## src/rtl/vae_pkg.sv

```systemverilog
package vae_pkg;
  // register map of the block
  localparam int ADDR_W      = 4;
  localparam int A_GAIN_BASE = 4;
  localparam int A_DIV       = 8;
  localparam int A_MASK      = 9;
  localparam int A_MODE      = 10;
  localparam int A_STATUS    = 11;
  // bit positions the block decodes
  localparam int HALF_BIT    = 2;   // mask enable and status flag
  localparam int RDCLR_BIT   = 6;   // clear-on-read in mode word
endpackage

```

## src/rtl/vae_tick.sv

```systemverilog
module vae_tick #(
  parameter int SMP_DIV = 4
) (
  input  logic clk,
  input  logic rst_n,
  output logic strobe_o
);
  localparam int CNT_W = (SMP_DIV > 2) ? $clog2(SMP_DIV) : 1;
  localparam logic [CNT_W-1:0] LAST = CNT_W'(SMP_DIV - 1);

  logic [CNT_W-1:0] cnt_q;

  always_ff @(posedge clk) begin
    if (!rst_n)            cnt_q <= '0;
    else if (cnt_q == LAST) cnt_q <= '0;
    else                   cnt_q <= cnt_q + 1'b1;
  end

  assign strobe_o = (cnt_q == LAST);

  AST_TICK_GAP: assert property (@(posedge clk) disable iff (!rst_n)
    strobe_o |=> !strobe_o);
endmodule

```

## src/rtl/vae_scale.sv

```systemverilog
module vae_scale #(
  parameter int PWR_W  = 24,
  parameter int GAIN_W = 12,
  parameter int DIV_W  = 8
) (
  input  logic              clk,
  input  logic              rst_n,
  input  logic [PWR_W-1:0]  pwr_i,
  input  logic [GAIN_W-1:0] gain_i,
  input  logic [DIV_W-1:0]  div_i,
  output logic [PWR_W:0]    inc_o
);
  localparam int INC_W  = PWR_W + 1;
  localparam int FACT_W = GAIN_W + 1;
  localparam int PROD_W = PWR_W + FACT_W;
  localparam logic [FACT_W-1:0] UNITY = FACT_W'(1) << GAIN_W;

  // power x (1 + g / 2^GAIN_W), truncated
  function automatic logic [INC_W-1:0] trim_power(
    input logic [PWR_W-1:0] p, input logic [GAIN_W-1:0] g);
    logic [FACT_W-1:0] f;
    logic [PROD_W-1:0] prod;
    f    = UNITY + {g[GAIN_W-1], g};
    prod = PROD_W'(p) * PROD_W'(f);
    return prod[PROD_W-1:GAIN_W];
  endfunction

  // divisor 0 and 1 bypass, otherwise truncating division
  function automatic logic [INC_W-1:0] scale_down(
    input logic [INC_W-1:0] x, input logic [DIV_W-1:0] d);
    if (d <= DIV_W'(1)) return x;
    return x / INC_W'(d);
  endfunction

  logic [INC_W-1:0] gained;

  assign gained = trim_power(pwr_i, gain_i);
  assign inc_o  = scale_down(gained, div_i);

  AST_GAIN_FLOOR: assert property (@(posedge clk) disable iff (!rst_n)
    gained >= INC_W'(pwr_i >> 1));
  AST_GAIN_CEIL: assert property (@(posedge clk) disable iff (!rst_n)
    gained <= INC_W'(pwr_i) + INC_W'(pwr_i >> 1));
  AST_DIV_SHRINK: assert property (@(posedge clk) disable iff (!rst_n)
    (div_i > DIV_W'(1)) |-> (inc_o <= (gained >> 1)));
endmodule

```

## src/rtl/vae_phase_acc.sv

```systemverilog
module vae_phase_acc #(
  parameter int INC_W = 25,
  parameter int ACC_W = 40
) (
  input  logic             clk,
  input  logic             rst_n,
  input  logic             strobe_i,
  input  logic             clr_i,
  input  logic [INC_W-1:0] inc_i,
  output logic [ACC_W-1:0] acc_o,
  output logic             msb_evt_o
);
  localparam int TOP = ACC_W - 1;

  logic [ACC_W-1:0] acc_q, acc_d, addend;

  assign addend = strobe_i ? ACC_W'(inc_i) : '0;

  always_comb begin
    if (clr_i) acc_d = addend;            // keep the coincident tick
    else       acc_d = acc_q + addend;    // wraps modulo 2^ACC_W
  end

  always_ff @(posedge clk) begin
    if (!rst_n) acc_q <= '0;
    else        acc_q <= acc_d;
  end

  assign acc_o     = acc_q;
  assign msb_evt_o = rst_n && (acc_d[TOP] != acc_q[TOP]);

  AST_HOLD_IDLE: assert property (@(posedge clk) disable iff (!rst_n)
    (!strobe_i && !clr_i) |=> $stable(acc_q));
  AST_CLR_ZERO: assert property (@(posedge clk) disable iff (!rst_n)
    (clr_i && !strobe_i) |=> (acc_q == '0));
  AST_CLR_KEEPS_TICK: assert property (@(posedge clk) disable iff (!rst_n)
    (clr_i && strobe_i && (inc_i != '0)) |=> (acc_q != '0));
  AST_ONLY_WRAP_DOWN: assert property (@(posedge clk) disable iff (!rst_n)
    !clr_i |=> ((acc_q >= $past(acc_q)) || ($past(acc_q[TOP]) && !acc_q[TOP])));
endmodule

```

## src/rtl/vae_regs.sv

```systemverilog
module vae_regs
  import vae_pkg::*;
#(
  parameter int NPH    = 3,
  parameter int GAIN_W = 12,
  parameter int DIV_W  = 8,
  parameter int ACC_W  = 40,
  parameter int RD_W   = 16
) (
  input  logic                  clk,
  input  logic                  rst_n,
  input  logic [ADDR_W-1:0]     addr_i,
  input  logic                  wr_i,
  input  logic                  rd_i,
  input  logic [RD_W-1:0]       wdata_i,
  output logic [RD_W-1:0]       rdata_o,
  input  logic [NPH*ACC_W-1:0]  acc_i,
  input  logic [NPH-1:0]        msb_evt_i,
  output logic [NPH*GAIN_W-1:0] gain_o,
  output logic [DIV_W-1:0]      div_o,
  output logic [NPH-1:0]        clr_o,
  output logic                  irq_o
);
  logic [NPH-1:0][GAIN_W-1:0] gain_q;
  logic [DIV_W-1:0]           div_q;
  logic [RD_W-1:0]            mask_q, mode_q, rd_mux, rdata_q;
  logic                       status_q, status_d, w1c;

  // configuration writes
  always_ff @(posedge clk) begin
    if (!rst_n) begin
      gain_q <= '0;
      div_q  <= '0;
      mask_q <= '0;
      mode_q <= '0;
    end else if (wr_i) begin
      for (int p = 0; p < NPH; p++)
        if (addr_i == ADDR_W'(A_GAIN_BASE + p)) gain_q[p] <= wdata_i[GAIN_W-1:0];
      if (addr_i == ADDR_W'(A_DIV))  div_q  <= wdata_i[DIV_W-1:0];
      if (addr_i == ADDR_W'(A_MASK)) mask_q <= wdata_i;
      if (addr_i == ADDR_W'(A_MODE)) mode_q <= wdata_i;
    end
  end

  // sticky half-full flag, write one to clear, a new event wins
  assign w1c      = wr_i && (addr_i == ADDR_W'(A_STATUS)) && wdata_i[HALF_BIT];
  assign status_d = (status_q && !w1c) || (|msb_evt_i);

  always_ff @(posedge clk) begin
    if (!rst_n) status_q <= 1'b0;
    else        status_q <= status_d;
  end

  assign irq_o = status_q && mask_q[HALF_BIT];

  // clearing reads
  always_comb begin
    for (int p = 0; p < NPH; p++)
      clr_o[p] = rd_i && (addr_i == ADDR_W'(p)) && mode_q[RDCLR_BIT];
  end

  // read multiplexer
  always_comb begin
    rd_mux = '0;
    for (int p = 0; p < NPH; p++) begin
      if (addr_i == ADDR_W'(p))
        rd_mux = acc_i[p*ACC_W + ACC_W - 1 -: RD_W];
      if (addr_i == ADDR_W'(A_GAIN_BASE + p))
        rd_mux = RD_W'(gain_q[p]);
    end
    if (addr_i == ADDR_W'(A_DIV))    rd_mux = RD_W'(div_q);
    if (addr_i == ADDR_W'(A_MASK))   rd_mux = mask_q;
    if (addr_i == ADDR_W'(A_MODE))   rd_mux = mode_q;
    if (addr_i == ADDR_W'(A_STATUS)) rd_mux = RD_W'(status_q) << HALF_BIT;
  end

  always_ff @(posedge clk) begin
    if (!rst_n)    rdata_q <= '0;
    else if (rd_i) rdata_q <= rd_mux;
  end

  assign rdata_o = rdata_q;
  assign gain_o  = gain_q;
  assign div_o   = div_q;

  AST_STICKY_HOLD: assert property (@(posedge clk) disable iff (!rst_n)
    (status_q && !w1c) |=> status_q);
  AST_EVT_SETS: assert property (@(posedge clk) disable iff (!rst_n)
    (|msb_evt_i) |=> status_q);
  AST_IRQ_MASKED: assert property (@(posedge clk) disable iff (!rst_n)
    !mask_q[HALF_BIT] |-> !irq_o);
  AST_RDATA_HOLD: assert property (@(posedge clk) disable iff (!rst_n)
    !rd_i |=> $stable(rdata_q));
endmodule

```

## src/rtl/tri_va_energy.sv

```systemverilog
module tri_va_energy
  import vae_pkg::*;
#(
  parameter int NPH     = 3,
  parameter int PWR_W   = 24,
  parameter int GAIN_W  = 12,
  parameter int DIV_W   = 8,
  parameter int ACC_W   = 40,
  parameter int RD_W    = 16,
  parameter int SMP_DIV = 4
) (
  input  logic                 clk,
  input  logic                 rst_n,
  input  logic [NPH*PWR_W-1:0] pwr_i,
  input  logic [ADDR_W-1:0]    reg_addr_i,
  input  logic                 reg_wr_i,
  input  logic                 reg_rd_i,
  input  logic [RD_W-1:0]      reg_wdata_i,
  output logic [RD_W-1:0]      reg_rdata_o,
  output logic                 irq_o
);
  localparam int INC_W = PWR_W + 1;

  logic                  strobe;
  logic [NPH*GAIN_W-1:0] gain_all;
  logic [DIV_W-1:0]      div_val;
  logic [NPH-1:0]        clr, msb_evt;
  logic [NPH*ACC_W-1:0]  acc_all;

  vae_tick #(.SMP_DIV(SMP_DIV)) u_tick (
    .clk(clk), .rst_n(rst_n), .strobe_o(strobe));

  for (genvar p = 0; p < NPH; p++) begin : g_phase
    logic [INC_W-1:0] inc;

    vae_scale #(.PWR_W(PWR_W), .GAIN_W(GAIN_W), .DIV_W(DIV_W)) u_scale (
      .clk(clk), .rst_n(rst_n),
      .pwr_i(pwr_i[p*PWR_W +: PWR_W]),
      .gain_i(gain_all[p*GAIN_W +: GAIN_W]),
      .div_i(div_val),
      .inc_o(inc));

    vae_phase_acc #(.INC_W(INC_W), .ACC_W(ACC_W)) u_acc (
      .clk(clk), .rst_n(rst_n),
      .strobe_i(strobe), .clr_i(clr[p]), .inc_i(inc),
      .acc_o(acc_all[p*ACC_W +: ACC_W]),
      .msb_evt_o(msb_evt[p]));
  end

  vae_regs #(.NPH(NPH), .GAIN_W(GAIN_W), .DIV_W(DIV_W),
             .ACC_W(ACC_W), .RD_W(RD_W)) u_regs (
    .clk(clk), .rst_n(rst_n),
    .addr_i(reg_addr_i), .wr_i(reg_wr_i), .rd_i(reg_rd_i),
    .wdata_i(reg_wdata_i), .rdata_o(reg_rdata_o),
    .acc_i(acc_all), .msb_evt_i(msb_evt),
    .gain_o(gain_all), .div_o(div_val), .clr_o(clr), .irq_o(irq_o));
endmodule

```

## config.mk

```make
export PLATFORM = sky130hd
export DESIGN_NAME = tri_va_energy
export DESIGN_NICKNAME = d
export VERILOG_FILES = /design/src/rtl/vae_pkg.sv /design/src/rtl/vae_tick.sv /design/src/rtl/vae_scale.sv /design/src/rtl/vae_phase_acc.sv /design/src/rtl/vae_regs.sv /design/src/rtl/tri_va_energy.sv
export SDC_FILE = /design/constraint.sdc
export NUM_CORES = 2
export LEC_CHECK = 0
export CELL_PAD_IN_SITES_DETAIL_PLACEMENT = 0
export CELL_PAD_IN_SITES_GLOBAL_PLACEMENT = 1
export CORE_MARGIN = 2
export CORE_UTILIZATION = 46
export CTS_BUF_LIST = sky130_fd_sc_hd__clkbuf_8
export DETAILED_ROUTE_END_ITERATION = 8
export DONT_BUFFER_PORTS = 1
export PLACE_DENSITY_LB_ADDON = 0.1
export SETUP_SLACK_MARGIN = 0.2
export SLEW_MARGIN = 20
export SYNTH_ARGS = -nofsm -noshare
export SYNTH_HDL_FRONTEND = slang
export SYNTH_SLANG_ARGS = --single-unit
```

## constraint.sdc

```tcl
create_clock -name clk -period 78.9 [get_ports clk]
set_input_delay 11.835 -clock clk [delete_from_list [all_inputs] [get_ports clk]]
set_output_delay 11.835 -clock clk [all_outputs]
set_load 0.01 [all_outputs]
```

== Word-level counts from Yosys, hierarchy flattened ==
Cells that the tools add are included.
Storage, ports and cells
  input bits: 96
  RAM bits: 0
  bits in latches: 0
  ROM bits: 0
  memories kept: 0
  logic and storage cells: 87
  flip-flop bits (word level): 215
Operators by class
  shift-type cells: 0
  muxes and demuxes: 23
  order comparisons: 1
  reductions and logical operators: 24
  add/subtract/negate cells: 7
  multiply operators: 3
  divide/modulo/power cells: 3
  eq/ne operators: 13
  bitwise logic cells: 1
Operator list (count)
  two-way mux 25 bit: 9
  two-way mux 16 bit: 10
  adder 40 bit: 3
  two-way mux 40 bit: 3
  multiplier 24 x 13 -> 37 bit: 3
  divider 25 x 8 -> 25 bit: 3
  adder 13 bit (first input constant): 3
  == test 4 bit (second input constant): 4
  logical AND 1 bit: 13
  == test 4 x 3 -> 1 bit (second input constant): 3
  AND reduction 2 bit: 6
  <= comparator 8 x 1 -> 1 bit (second input constant): 1
  == test 4 x 1 -> 1 bit (second input constant): 1
  == test 4 x 2 -> 1 bit (second input constant): 1
  zero test 4 bit: 1
  inequality test 1 bit: 3
  OR reduction 3 bit: 1
  adder 2 x 1 -> 2 bit (second input constant): 1
  == test 2 bit (second input constant): 1
  OR reduction 2 bit: 1
  zero test 1 bit: 1
  logical OR 1 bit: 1
  two-way mux 1 bit: 1
  inverter 1 bit: 1

== Longest topological paths before layout ==
  depth in word-level cells: 11
  mapped depth: 373

== By module ==
A second synthesis with hierarchy kept.
Unflattened totals
  cells, all modules: 10507
  area total of the unflattened synthesis: 80632.3 sq um
Modules (own cells, without submodules)
  vae_scale at g_phase[2].u_scale: area an instance 22061.2 sq um, sequential area each 0.0 sq um, cells each 2933, instances 1
  vae_scale at g_phase[0].u_scale: area an instance 21906.0 sq um, sequential area each 0.0 sq um, cells each 2894, instances 1
  vae_scale at g_phase[1].u_scale: area an instance 21876.0 sq um, sequential area each 0.0 sq um, cells each 2889, instances 1
  vae_phase_acc: area an instance 3303.2 sq um, sequential area each 800.8 sq um, cells each 415, instances 3
  vae_regs: area an instance 4805.9 sq um, sequential area each 1861.8 sq um, cells each 541, instances 1
  vae_tick: area an instance 73.8 sq um, sequential area each 40.0 sq um, cells each 5, instances 1

== Worst setup path before layout ==
Ideal clock, no wire load.
  kind: input-to-reg
  start: input port pwr_i[27]
  end: register g_phase[1].u_acc.acc_q[38]
  setup time: 0.119 ns
  path slack: -0.372 ns
  path buffers: 24
  data arrival time: 79.154 ns
  data required time: 78.781 ns
  stages on the path: 349
  path through: clkbuf_1 -> and2_1 -> fa_1 -> inv_1 -> fa_1 -> inv_1 -> fa_1 -> fa_1 -> inv_1 -> fa_1 -> inv_1 -> ha_1 -> buf_2 -> nand2_2 -> o21bai_1 -> a21o_1 -> a211oi_1 -> nor3_1 -> (+313 left out) -> o21bai_1 -> a21oi_1 -> o21bai_1 -> a21oi_1 -> o21bai_1 -> a21oi_1 -> o21bai_1 -> a21oi_1 -> o21bai_1 -> a21oi_1 -> o21bai_1 -> a21oi_1 -> inv_1 -> a21oi_1 -> nor2_1 -> nand3_1 -> xor2_1 -> nor2_1
Between the ends
  word-level cells in the longest chain between the ends: 6
  elaborated cells on any way between the ends: 7
  those cells by class: 1 x add/sub; 1 x mul; 1 x div; 4 x mux
RTL lines
  from (decl): RTL line tri_va_energy.sv:14  | input logic [NPH*PWR_W-1:0] pwr_i,
  multiplier 24 x 13 -> 37 bit (*): RTL line vae_scale.sv:24  | prod = PROD_W'(p) * PROD_W'(f);
  divider 25 x 8 -> 25 bit or two-way mux 25 bit (tied branches): RTL line vae_scale.sv:32, vae_scale.sv:31
  two-way mux 25 bit (*): RTL line vae_scale.sv:32  | return x / INC_W'(d);
  two-way mux 25 bit (*): RTL line vae_phase_acc.sv:17  | assign addend = strobe_i ? ACC_W'(inc_i) : '0;
  adder 40 bit (*): RTL line vae_phase_acc.sv:21  | else acc_d = acc_q + addend;
  two-way mux 40 bit (*): RTL line vae_phase_acc.sv:20  | if (clr_i) acc_d = addend;
  to (signal assigned): RTL line vae_phase_acc.sv:25  | if (!rst_n) acc_q <= '0;
  to (signal assigned): RTL line vae_phase_acc.sv:26  | else acc_q <= acc_d;
  to (decl): RTL line vae_phase_acc.sv:15  | logic [ACC_W-1:0] acc_q, acc_d, addend;
Mark *: on every way between the ends. The rest lies on a longest branch, timed or not. The select of a mux whose other input is x is not followed.
A chain may end at the register's enable or synchronous reset.

== Worst setup path after layout ==
  start: input port pwr_i[66]
  end: register g_phase[2].u_acc.acc_q[32]
Between the ends
  word-level cells in the longest chain between the ends: 6
  elaborated cells on any way between the ends: 7
  those cells by class: 1 x add/sub; 1 x mul; 1 x div; 4 x mux
RTL lines (RTL line)
  multiplier 24 x 13 -> 37 bit (*): vae_scale.sv:24
  divider 25 x 8 -> 25 bit or two-way mux 25 bit (tied branches): vae_scale.sv:32, vae_scale.sv:31
  two-way mux 25 bit (*): vae_scale.sv:32
  two-way mux 25 bit (*): vae_phase_acc.sv:17
  adder 40 bit (*): vae_phase_acc.sv:21
  two-way mux 40 bit (*): vae_phase_acc.sv:20
  to (signal assigned): vae_phase_acc.sv:25
  to (signal assigned): vae_phase_acc.sv:26
  to (decl): vae_phase_acc.sv:15
Marks and branches as above.

==> out/metrics.cfg <==
[critical_path]
cpMaxStageDelayCell=fa_1
reg2regPathDepth=324
max_stage_delay_ns=0.54
critPathBufInv=24
crit_fanout=13
r2r_end=g_phase[0].u_acc.acc_o[38]
path_depth=349
cp-start-kind=primary input
r2r_start=u_regs.gain_o[2]
path_common_cell=o21a_1
r2r_slack_ns=14.10
end_kind=register
crit_type=primary input to register
worstPathArrival_ns=75.50
cp.required_ns=79.43
cp_top_family=compound AO/OA/AOI/OAI gates

[synth]
synthCells=10248
syn_avg_cell_area_um2=7.56
synthArstFlopShare_pct=0
ys_types=141
ys.warnings.count=0
synth_area_um2=77500
synth-seq-area-share_pct=5.55
synth_edf_count=0
ys_ff_latch=215
synthFlopType=dfxtp_1

[final_layout]
final_net_count=12146
area_delta_synth_final_pct=11.3
layout-drive-gt1-share_pct=14.9
n_fill_cell=16568
most-common-layout-cells=nand2_1, ha_1, inv_1
final_common_cell=nand2_1

[hold_path]
hold_class=register to register
worstHoldPathCells=1
whs_endpoint=u_tick.cnt_q[0]
min_from=u_tick.cnt_q[0]

[timing]
final-max-slew-violation-count=0
max_slew_margin_pct=19.4
finalHoldViolations=0
post-route-period-util_pct=95.0
worst_pin_slew_ns=1.20
min_period_ns=74.97
setup_viol=0
fmax_mhz=13.3
skew_ns=0.0315
tns_ns=0

[place]
portBuffers=0
place_hpwl_mm=212
place.gp.congestion=0.918

[floorplan]
fp-row-count=150
num_io_pins=113
dieHeight_um=414
fp.dieW_um=414
start_util_pct=46.3
dieArea_um2=172000
coreArea_um2=167000

[cts]
ctsHoldBuffers=0
numCtsBuffers=42
cts_max_level=2
cts_sinks=215
cts_tree=built
clockBufferDepth=3
root_buffer=clkbuf_8
clk_pin_slew_ns=0.06
clkLatencyLatePin_ns=0.67

[drt]
drt.antenna.violating_nets=0
detail_route.vias_per_cell=5.96
drc_errors=0
first_iter_violations=5272
drt_wl_total_mm=265
wl_per_cell_um=20.8
num_vias=75938
first_pass_iters=6

[global_route]
gr-total-overflow=0
grt_start_max_net_pins=176
grt_pass1_wl_mm=419
track_usage_pct=30.1
grt_pass1_vias=73945
antenna_found_initial=4

[job]
max-cap-violations=0

[outcome]
status=completed

-- routing by layer --
metal	GRT usage [%]	wire, um
met1	42.1	122000
met2	49.7	121000
met3	3.39	14900
met4	6.25	6890
met5	0	21
-- cells by family (layout without fill, tap and decap cells) --
kind of cell	Yosys count	count (layout)	share of synthesized area, %
AOI/OAI and AO/OA	2573	2573	22.9
other	1	6	0.00484
buffers and inverters	1291	1565	6.41
adders and majority gates	1563	1563	31.6
and+or+nand+nor	3913	3915	24.9
DFF	215	215	5.55
xor gates and xnor gates	420	420	4.77
muxes	272	272	3.86
-- cell type report --
type	count	area [um2]	share of cell area, %
clock inverter	26	161	0.187
sequential	215	4310	5.00
timing repair buffer	658	4990	5.79
tap	2204	2760	3.20
clock buffer	49	674	0.782
multi-input combinational	8746	70200	81.4
antenna	3	7.51	0.00871
inverter	832	3140	3.64
-- synthesized netlist by cell type, types with 34 or more instances --
cell | n | area share, %
o21bai_1 | 92 | 0.89
or2_2 | 103 | 0.83
ha_1 | 895 | 14
a22oi_1 | 34 | 0.33
and3_1 | 93 | 0.75
o21a_1 | 343 | 3.3
clkbuf_1 | 392 | 1.9
and2_1 | 417 | 3.4
a21oi_1 | 564 | 3.6
nand4_1 | 119 | 0.96
mux2_2 | 180 | 2.6
o21ai_1 | 36 | 0.23
xor2_1 | 156 | 1.8
nor2b_1 | 115 | 0.93
nand2_1 | 1294 | 6.3
xnor2_1 | 262 | 3.0
a31oi_1 | 103 | 0.83
a21o_1 | 167 | 1.6
nor2_1 | 765 | 3.7
o21ai_0 | 346 | 2.2
mux2i_1 | 82 | 1.1
or3_1 | 86 | 0.69
nand2b_1 | 87 | 0.70
o211ai_1 | 74 | 0.72
a211oi_1 | 99 | 0.96
dfxtp_1 | 215 | 5.6
nor3_1 | 391 | 2.5
fa_1 | 660 | 17
inv_1 | 829 | 4.0
o31ai_1 | 140 | 1.4
nor4_1 | 45 | 0.36
a21boi_0 | 130 | 1.3
nand3_1 | 183 | 1.2
-- worst max path at each step --
stage	start	endpoint
2_1_floorplan	pwr_i[16]	u_regs.status_q
3_3_place_gp	pwr_i[65]	g_phase[2].u_acc.acc_o[32]
3_5_place_dp	pwr_i[68]	g_phase[2].u_acc.acc_o[32]
6_report	pwr_i[66]	g_phase[2].u_acc.acc_o[32]
4_1_cts	pwr_i[27]	u_regs.status_q
5_1_grt	pwr_i[27]	u_regs.status_q
-- timing repair --
item	CTS	global route
gates resized for setup	39	429
pin swaps	3	153
gates cloned	0	3
setup buffers	7	132
setup endpoints to repair	40	117
endpoints found under the hold margin	0	0
-- state kept, by name, summed over array words and instances, names as in the netlist --
name	flops
u_tick.cnt_q	2
u_regs.mode_q	16
u_regs.gain_o	36
u_regs.mask_q	16
g_phase.u_acc.acc_o	120
u_regs.status_q	1
u_regs.rdata_o	16
u_regs.div_o	8
-- stage by stage --
step                      setup slack, ns  instances  cell area, um2  util (%)  hold slack (ns)
after floorplan                     0.202      10250           77500         -            0.405
final                                3.93      12733           86200      51.6            0.427
after global placement              -2.17      12513           82400      49.3            0.414
after detailed placement            -2.37      12513           82400      49.3            0.422
after global routing               -0.157      12731           86200      51.6            0.462
after CTS                           0.257      12595           83500      49.9            0.430
-- worst reg2reg max path, delay by kind of cell (launching register included) --
family          cells  cell delay, ns
simple gates      100           19.10
xor+xnor            2            0.32
mux                 4            1.23
buf+inv            18            2.36
flops               1            1.03
fa+ha+maj          33           10.93
compound gates    167           29.72
Power is not shown: default switching activity piles up to over one toggle a cycle in this logic, so the estimate is an artifact.
